### src/rtl/cmd_window_decoder.sv
module cmd_window_decoder #(
  parameter int COLS    = 96,
  parameter int ROWS    = 64,
  parameter int GS_LEN  = 32,
  parameter int MUX_MIN = 15
) (
  input  logic                       clk,
  input  logic                       rst_n,
  input  logic                       in_vld,
  input  logic                       in_is_data,
  input  logic [7:0]                 in_byte,
  output logic [$clog2(COLS)-1:0]    win_col_lo,
  output logic [$clog2(COLS)-1:0]    win_col_hi,
  output logic [$clog2(ROWS)-1:0]    win_row_lo,
  output logic [$clog2(ROWS)-1:0]    win_row_hi,
  output logic [7:0]                 gain_a,
  output logic [7:0]                 gain_b,
  output logic [7:0]                 gain_c,
  output logic [3:0]                 gain_master,
  output logic                       addr_vert,
  output logic                       col_flip,
  output logic                       scan_flip,
  output logic                       scan_split,
  output logic [1:0]                 pix_fmt,
  output logic [$clog2(ROWS)-1:0]    first_line,
  output logic [$clog2(ROWS)-1:0]    line_shift,
  output logic [$clog2(ROWS)-1:0]    mux_lines,
  output logic [1:0]                 view_mode,
  output logic                       panel_on,
  output logic                       tbl_we,
  output logic [$clog2(GS_LEN)-1:0]  tbl_idx,
  output logic [7:0]                 tbl_byte,
  output logic                       pix_we,
  output logic [$clog2(COLS)-1:0]    pix_col,
  output logic [$clog2(ROWS)-1:0]    pix_row,
  output logic [15:0]                pix_data
);
  localparam int CW = $clog2(COLS);
  localparam int RW = $clog2(ROWS);
  localparam int GW = $clog2(GS_LEN);
  localparam int LW = $clog2(GS_LEN + 1);
  localparam logic [CW-1:0] COL_LAST  = CW'(COLS - 1);
  localparam logic [RW-1:0] ROW_LAST  = RW'(ROWS - 1);
  localparam logic [7:0]    MUX_LO    = 8'(MUX_MIN);
  localparam logic [7:0]    MUX_HI    = 8'(ROWS - 1);
  localparam logic [RW-1:0] MUX_FLOOR = RW'(MUX_MIN);

  logic [7:0]    op_q;
  logic [LW-1:0] left_q;
  logic [GW-1:0] idx_q;
  logic [CW-1:0] hold_q;
  logic [7:0]    hi_q;
  logic          hi_vld;
  logic [CW-1:0] col_q, col_nx;
  logic [RW-1:0] row_q, row_nx;

  function automatic logic [LW-1:0] arg_count(input logic [7:0] op);
    case (op)
      8'h15, 8'h75: return LW'(2);
      8'h81, 8'h82, 8'h83, 8'h87,
      8'hA0, 8'hA1, 8'hA2, 8'hA8: return LW'(1);
      8'hB8: return LW'(GS_LEN);
      default: return '0;
    endcase
  endfunction

  wire col_end = (col_q == win_col_hi);
  wire row_end = (row_q == win_row_hi);

  always_comb begin
    col_nx = col_q;
    row_nx = row_q;
    if (!addr_vert) begin
      col_nx = col_end ? win_col_lo : col_q + 1'b1;
      if (col_end) row_nx = row_end ? win_row_lo : row_q + 1'b1;
    end else begin
      row_nx = row_end ? win_row_lo : row_q + 1'b1;
      if (row_end) col_nx = col_end ? win_col_lo : col_q + 1'b1;
    end
  end

  wire byte8   = (pix_fmt == 2'b00);
  wire pix_done = in_vld && in_is_data && (byte8 || hi_vld);
  wire mux_ok  = (in_byte >= MUX_LO) && (in_byte <= MUX_HI);

  always_ff @(posedge clk or negedge rst_n) begin
    if (!rst_n) begin
      op_q <= '0; left_q <= '0; idx_q <= '0; hold_q <= '0;
      hi_q <= '0; hi_vld <= 1'b0;
      col_q <= '0; row_q <= '0;
      win_col_lo <= '0; win_col_hi <= COL_LAST;
      win_row_lo <= '0; win_row_hi <= ROW_LAST;
      gain_a <= 8'h80; gain_b <= 8'h80; gain_c <= 8'h80; gain_master <= 4'hF;
      addr_vert <= 1'b0; col_flip <= 1'b0; scan_flip <= 1'b0; scan_split <= 1'b0;
      pix_fmt <= 2'b01;
      first_line <= '0; line_shift <= '0; mux_lines <= ROW_LAST;
      view_mode <= 2'd0; panel_on <= 1'b0;
      tbl_we <= 1'b0; tbl_idx <= '0; tbl_byte <= '0;
      pix_we <= 1'b0; pix_col <= '0; pix_row <= '0; pix_data <= '0;
    end else begin
      pix_we <= 1'b0;
      tbl_we <= 1'b0;
      if (in_vld && in_is_data) begin
        left_q <= '0;
        if (pix_done) begin
          pix_we   <= 1'b1;
          pix_col  <= col_q;
          pix_row  <= row_q;
          pix_data <= byte8 ? {8'h00, in_byte} : {hi_q, in_byte};
          col_q    <= col_nx;
          row_q    <= row_nx;
          hi_vld   <= 1'b0;
        end else begin
          hi_q   <= in_byte;
          hi_vld <= 1'b1;
        end
      end else if (in_vld) begin
        hi_vld <= 1'b0;
        if (left_q == '0) begin
          op_q   <= in_byte;
          left_q <= arg_count(in_byte);
          idx_q  <= '0;
          if (in_byte[7:2] == 6'b101001) view_mode <= in_byte[1:0];
          if (in_byte[7:1] == 7'b1010111) panel_on <= in_byte[0];
        end else begin
          left_q <= left_q - 1'b1;
          idx_q  <= idx_q + 1'b1;
          case (op_q)
            8'h15: if (idx_q == '0) hold_q <= in_byte[CW-1:0];
                   else begin
                     win_col_lo <= hold_q;
                     win_col_hi <= in_byte[CW-1:0];
                     col_q      <= hold_q;
                   end
            8'h75: if (idx_q == '0) hold_q <= CW'(in_byte[RW-1:0]);
                   else begin
                     win_row_lo <= hold_q[RW-1:0];
                     win_row_hi <= in_byte[RW-1:0];
                     row_q      <= hold_q[RW-1:0];
                   end
            8'h81: gain_a <= in_byte;
            8'h82: gain_b <= in_byte;
            8'h83: gain_c <= in_byte;
            8'h87: gain_master <= in_byte[3:0];
            8'hA0: begin
              addr_vert  <= in_byte[0];
              col_flip   <= in_byte[1];
              scan_flip  <= in_byte[4];
              scan_split <= in_byte[5];
              pix_fmt    <= in_byte[7:6];
            end
            8'hA1: first_line <= in_byte[RW-1:0];
            8'hA2: line_shift <= in_byte[RW-1:0];
            8'hA8: if (mux_ok) mux_lines <= in_byte[RW-1:0];
            8'hB8: begin
              tbl_we   <= 1'b1;
              tbl_idx  <= idx_q;
              tbl_byte <= in_byte;
            end
            default: ;
          endcase
        end
      end
    end
  end

  p_col_reload_r2: assert property (@(posedge clk) disable iff (!rst_n)
    (in_vld && !in_is_data && left_q == LW'(1) && op_q == 8'h15) |=> (col_q == win_col_lo));

  p_mux_floor_r4: assert property (@(posedge clk) disable iff (!rst_n)
    mux_lines >= MUX_FLOOR);

  p_data_aborts_r10: assert property (@(posedge clk) disable iff (!rst_n)
    (in_vld && in_is_data) |=> (left_q == '0));

  p_pix_source_r12: assert property (@(posedge clk) disable iff (!rst_n)
    pix_we |-> $past(in_vld && in_is_data));

  p_ptr_idle_r12: assert property (@(posedge clk) disable iff (!rst_n)
    !in_vld |=> ($stable(col_q) && $stable(row_q)));

  p_tbl_source_r6: assert property (@(posedge clk) disable iff (!rst_n)
    tbl_we |-> $past(in_vld && !in_is_data && op_q == 8'hB8 && left_q != '0));
endmodule

### config.mk
export PLATFORM = sky130hd
export DESIGN_NAME = cmd_window_decoder
export DESIGN_NICKNAME = d
export VERILOG_FILES = /design/src/rtl/cmd_window_decoder.sv
export SDC_FILE = /design/constraint.sdc
export NUM_CORES = 1
export LEC_CHECK = 0
export BUFFER_PORTS_ARGS = -buffer_cell sky130_fd_sc_hd__buf_4
export CORE_MARGIN = 4
export CORE_UTILIZATION = 60
export CTS_CLUSTER_DIAMETER = 120
export CTS_CLUSTER_SIZE = 40
export DETAILED_ROUTE_END_ITERATION = 8
export PLACE_DENSITY = 0.85
export SYNTH_ARGS = -nofsm -noshare
export SYNTH_HDL_FRONTEND = slang
export SYNTH_SLANG_ARGS = --single-unit
### constraint.sdc
create_clock -name clk -period 4.1 [get_ports clk]
set_input_delay 1.025 -clock clk [delete_from_list [all_inputs] [get_ports clk]]
set_output_delay 1.025 -clock clk [all_outputs]
set_load 0.005 [all_outputs]
==> metrics.txt <==
# TYPE chip_impl_metric gauge
chip_impl_info{name="status",value="complete, no violations"} 1
chip_impl_metric{name="io_pins",unit=""} 137
chip_impl_metric{name="vdd_ir_drop_max",unit="mV"} 0.330
chip_impl_metric{name="stdcell_area",unit="µm²"} 9510
chip_impl_metric{name="nFillCells",unit=""} 841
chip_impl_metric{name="setup.reg_to_reg.worst_slack",unit="ns"} 1.02
chip_impl_metric{name="power_density",unit="nW/µm²"} 619
chip_impl_metric{name="clk_pin_slew_worst_paths",unit="ns"} 0.07
chip_impl_metric{name="ff_latch_area",unit="µm²"} 4360
chip_impl_info{name="timing.hold.worst.class",value="flip-flop to flip-flop"} 1
chip_impl_metric{name="drcViolationCount",unit=""} 0
chip_impl_metric{name="die_height",unit="µm"} 122
chip_impl_metric{name="syn_inst",unit=""} 636
chip_impl_metric{name="synth.yosys.seq_area_share",unit=""} 0.564
chip_impl_metric{name="port_buffers",unit=""} 136
chip_impl_info{name="class_of_the_most_critical_setup_path",value="flip-flop to flip-flop"} 1
chip_impl_metric{name="fp.coreArea",unit="µm²"} 12600
chip_impl_metric{name="clock-skew-final",unit="ns"} 0.0120
chip_impl_info{name="critical_path_startpoint_category",value="flip-flop"} 1
chip_impl_metric{name="postPlaceCellArea",unit="µm²"} 8840
chip_impl_metric{name="whs_path_depth",unit=""} 2
chip_impl_metric{name="count_of_different_cell_masters_after_synthesis",unit=""} 66
chip_impl_metric{name="post_cts_setup_buffer_count",unit=""} 0
chip_impl_metric{name="postSynthAreaPerCell",unit="µm²"} 12.2
chip_impl_metric{name="groute.usage.overall",unit=""} 0.273
chip_impl_info{name="worstHoldStart",value="pix_row[3]$_DFFE_PN0P_"} 1
chip_impl_metric{name="fraction_of_the_cycle_the_final_worst_path_needs",unit=""} 0.752
chip_impl_metric{name="final_core_utilization",unit=""} 0.753
chip_impl_metric{name="cts.sinks",unit=""} 173
chip_impl_metric{name="cp.arrival",unit="ns"} 3.40
chip_impl_metric{name="antenna_left",unit=""} 0
chip_impl_metric{name="antenna_cells_inserted",unit=""} 0
chip_impl_metric{name="global_route_wire_length_before_repair",unit="µm"} 30900
chip_impl_metric{name="reg2regPathDepth",unit=""} 8
chip_impl_metric{name="first_global_vias",unit=""} 5687
chip_impl_metric{name="finalSetupViolCount",unit=""} 0
chip_impl_info{name="timing.rr.start",value="left_q[0]$_DFFE_PN0P_"} 1
chip_impl_metric{name="flop_and_latch_count_out_of_synthesis",unit=""} 173
chip_impl_metric{name="synth_warnings",unit=""} 0
chip_impl_info{name="min_delay_worst_endpoint",value="pix_row[3]$_DFFE_PN0P_"} 1
chip_impl_info{name="timing.rr.end",value="first_line[3]$_DFFE_PN0P_"} 1
chip_impl_metric{name="synth_enable_flop_cells",unit=""} 0
chip_impl_metric{name="routed_wire_length_per_instance",unit="µm"} 20.4
chip_impl_metric{name="upper_clock_frequency_limit",unit="GHz"} 0.324
chip_impl_info{name="grt_setup_unrepaired",value="no"} 1
chip_impl_metric{name="total_of_hold_buffers_inserted_after_clock_tree_synthesis",unit=""} 0
chip_impl_metric{name="dr_total_vias",unit=""} 5517
chip_impl_info{name="clock-root-buffer",value="sky130_fd_sc_hd__clkbuf_16"} 1
chip_impl_metric{name="tightestPinTransition",unit="ns"} 0.795
chip_impl_metric{name="timing.critical_path.required",unit="ns"} 4.42
chip_impl_metric{name="syn_area",unit="µm²"} 7730
chip_impl_metric{name="total_leakage_power",unit="µW"} 0.00474
chip_impl_metric{name="cts_buffers",unit=""} 17
chip_impl_metric{name="area_growth_syn_to_fin",unit="%"} 22.9
chip_impl_metric{name="gp_congestion",unit=""} 0.877
chip_impl_metric{name="final_net_count",unit=""} 775
chip_impl_metric{name="initial_antenna_violation_count",unit=""} 0
chip_impl_metric{name="drv_cap",unit=""} 0
chip_impl_info{name="yosys_most_used_dff",value="sky130_fd_sc_hd__dfrtp_1"} 1
chip_impl_metric{name="fp-row-count",unit=""} 41
chip_impl_metric{name="drtPass1Iterations",unit=""} 5
chip_impl_metric{name="starting_density",unit=""} 0.613
chip_impl_metric{name="number_of_pins_exceeding_their_max_slew_limit_in_the_final_report",unit=""} 0
chip_impl_metric{name="ys_async_sr_fraction",unit=""} 1.00
chip_impl_metric{name="total_power",unit="µW"} 5880
chip_impl_metric{name="max-slew-margin-rel",unit=""} 0.470
chip_impl_metric{name="worst-path-max-fanout",unit=""} 12
chip_impl_metric{name="detailedPlacementHpwl",unit="µm"} 12600
chip_impl_metric{name="cts.repair.resized",unit=""} 0
chip_impl_metric{name="first_iter_violations",unit=""} 443
chip_impl_metric{name="cts_max_level",unit=""} 4
chip_impl_metric{name="die_width",unit="µm"} 122
chip_impl_info{name="critPathCaptureType",value="flip-flop"} 1
chip_impl_metric{name="via_per_inst",unit=""} 5.85
chip_impl_metric{name="route.final.wire_length",unit="µm"} 19300
chip_impl_metric{name="gr-total-overflow",unit=""} 0
chip_impl_metric{name="multi_input_area",unit="µm²"} 3140
chip_impl_metric{name="worst_skew_pair.late_latency",unit="ns"} 0.43
chip_impl_info{name="cts_tree",value="yes"} 1
chip_impl_metric{name="fp.dieArea",unit="µm²"} 14800
chip_impl_metric{name="synth_fp_nets",unit=""} 653
chip_impl_metric{name="ctsLongestPathBuffers",unit=""} 2
chip_impl_metric{name="hold_violation_total_from_the_final_report",unit=""} 0
chip_impl_metric{name="grt_start_max_net_pins",unit=""} 90
chip_impl_metric{name="timing.final.crit_period",unit="ns"} 3.08
chip_impl_metric{name="post_route_cells_drive_above_1_share",unit=""} 0.444
chip_impl_metric{name="timing.setup.tns",unit="ns"} 0
[state kept, by name, indices dropped and copies added, names as in the netlist, 7 cells and up]
name        cells
gain_c          8
pix_data       16
op_q            8
hi_q            8
win_col_hi      7
pix_col         7
gain_a          8
hold_q          7
col_q           7
win_col_lo      7
tbl_byte        8
gain_b          8
[cell usage after synthesis (3+ instances only)]
cell type / count / area (µm²)
sky130_fd_sc_hd__dfrtp_1: 147 / 3680
sky130_fd_sc_hd__mux2_2: 122 / 1370
sky130_fd_sc_hd__nand2_1: 97 / 364
sky130_fd_sc_hd__dfstp_2: 26 / 683
sky130_fd_sc_hd__clkbuf_1: 24 / 90.1
sky130_fd_sc_hd__nor2_1: 24 / 90.1
sky130_fd_sc_hd__o21ai_0: 22 / 110
sky130_fd_sc_hd__nand3_1: 16 / 80.1
sky130_fd_sc_hd__a21oi_1: 13 / 65.1
sky130_fd_sc_hd__xnor2_1: 13 / 114
sky130_fd_sc_hd__xor2_1: 11 / 96.3
sky130_fd_sc_hd__inv_1: 8 / 30.0
sky130_fd_sc_hd__buf_2: 7 / 35.0
sky130_fd_sc_hd__mux2i_1: 7 / 70.1
sky130_fd_sc_hd__nand4_1: 7 / 43.8
sky130_fd_sc_hd__and3_1: 5 / 31.3
sky130_fd_sc_hd__ha_1: 5 / 62.6
sky130_fd_sc_hd__nor3_1: 5 / 25.0
sky130_fd_sc_hd__o22ai_1: 5 / 31.3
sky130_fd_sc_hd__nor3b_1: 4 / 30.0
sky130_fd_sc_hd__a22oi_1: 3 / 22.5
sky130_fd_sc_hd__a31oi_1: 3 / 18.8
sky130_fd_sc_hd__and2_1: 3 / 18.8
sky130_fd_sc_hd__buf_4: 3 / 22.5
sky130_fd_sc_hd__buf_6: 3 / 33.8
sky130_fd_sc_hd__nor3_2: 3 / 30.0
sky130_fd_sc_hd__nor4b_1: 3 / 26.3
[layer usage]
layer | track usage | routed length [µm] | vias to the layer above
li1 | - | - | 2466
met1 | 0.362 | 7880 | 2812
met2 | 0.445 | 9700 | 195
met3 | 0.0566 | 1210 | 44
met4 | 0.111 | 489 | 0
met5 | 0 | 0 | -
[cell usage in the layout (no fill, tap or decap), types with 2 or more instances in the layout]
cell / n
sky130_fd_sc_hd__a211oi_1: 2
sky130_fd_sc_hd__a21o_1: 2
sky130_fd_sc_hd__a21oi_1: 13
sky130_fd_sc_hd__a22o_1: 2
sky130_fd_sc_hd__a22oi_1: 3
sky130_fd_sc_hd__a31oi_1: 3
sky130_fd_sc_hd__a32o_1: 2
sky130_fd_sc_hd__and2_1: 3
sky130_fd_sc_hd__and3_1: 5
sky130_fd_sc_hd__buf_4: 141
sky130_fd_sc_hd__bufinv_16: 5
sky130_fd_sc_hd__clkbuf_16: 17
sky130_fd_sc_hd__clkbuf_8: 2
sky130_fd_sc_hd__clkinv_4: 3
sky130_fd_sc_hd__clkinvlp_4: 3
sky130_fd_sc_hd__dfrtp_1: 147
sky130_fd_sc_hd__dfstp_2: 26
sky130_fd_sc_hd__ha_1: 5
sky130_fd_sc_hd__inv_1: 8
sky130_fd_sc_hd__mux2_2: 122
sky130_fd_sc_hd__mux2i_1: 7
sky130_fd_sc_hd__nand2_1: 97
sky130_fd_sc_hd__nand2b_1: 2
sky130_fd_sc_hd__nand3_1: 16
sky130_fd_sc_hd__nand4_1: 7
sky130_fd_sc_hd__nor2_1: 24
sky130_fd_sc_hd__nor3_1: 5
sky130_fd_sc_hd__nor3_2: 3
sky130_fd_sc_hd__nor3b_1: 4
sky130_fd_sc_hd__nor3b_2: 2
sky130_fd_sc_hd__nor4_1: 2
sky130_fd_sc_hd__nor4b_1: 3
sky130_fd_sc_hd__o21ai_0: 22
sky130_fd_sc_hd__o22a_1: 2
sky130_fd_sc_hd__o22ai_1: 5
sky130_fd_sc_hd__xnor2_1: 13
sky130_fd_sc_hd__xor2_1: 11
[worst max-delay path: stages, from the launching register on]
cell and delay, ns:
sky130_fd_sc_hd__dfrtp_1 0.38, sky130_fd_sc_hd__inv_1 0.08, sky130_fd_sc_hd__ha_1 0.25, sky130_fd_sc_hd__nor3b_1 0.18, sky130_fd_sc_hd__and2_1 0.28, sky130_fd_sc_hd__nor2_1 0.63, sky130_fd_sc_hd__nand3_2 0.23, sky130_fd_sc_hd__nor2_1 0.52
sky130_fd_sc_hd__mux2_2 0.41
[kinds of logic (layout without fill, tap and decap cells)]
logic type,after synthesis,after routing,synth area share
buffers and inverters,48,183,0.0294
XOR/XNOR,24,24,0.0272
AO/OA/AOI/OAI,69,69,0.0608
AND/OR/NAND/NOR,187,187,0.122
multiplexers,130,130,0.189
adder cells (fa/ha/maj),5,5,0.00809
flip-flops,173,173,0.564
[worst max path at each step]
stage / startpoint / endpoint / depth (start not counted)
finish: left_q[0]$_DFFE_PN0P_ / first_line[3]$_DFFE_PN0P_ / 8
global route: left_q[0]$_DFFE_PN0P_ / first_line[5]$_DFFE_PN0P_ / 8
CTS: left_q[0]$_DFFE_PN0P_ / first_line[3]$_DFFE_PN0P_ / 8
detailed placement: in_is_data / first_line[3]$_DFFE_PN0P_ / 6
global placement: in_is_data / pix_fmt[1]$_DFFE_PN0P_ / 6
floorplan: in_is_data / line_shift[0]$_DFFE_PN0P_ / 8
[layout make-up]
| class | instances | area share |
|---|---|---|
| inverter | 8 | 0.00316 |
| multi-input combinational | 415 | 0.331 |
| tap | 172 | 0.0226 |
| clock inverter | 13 | 0.0224 |
| clock buffer | 19 | 0.0476 |
| sequential | 173 | 0.459 |
| timing repair buffer | 143 | 0.115 |
[report_power, final]
group	internal [µW]	leakage [µW]	switching, µW	total (µW)
Sequential	2120	0.00223	394	2520
Combinational	815	0.00219	763	1580
Clock	1120	0.000316	671	1790
Total	4050	0.00474	1830	5880
[stage by stage]
step	hold slack, ns	instances	worst slack (ns)
finish	0.479	943	1.02
CTS	0.480	943	1.06
global placement	0.460	911	0.980
floorplan	0.468	636	1.44
detailed placement	0.465	911	0.846
global route	0.503	943	0.851
(Power assumes the default switching activity.)
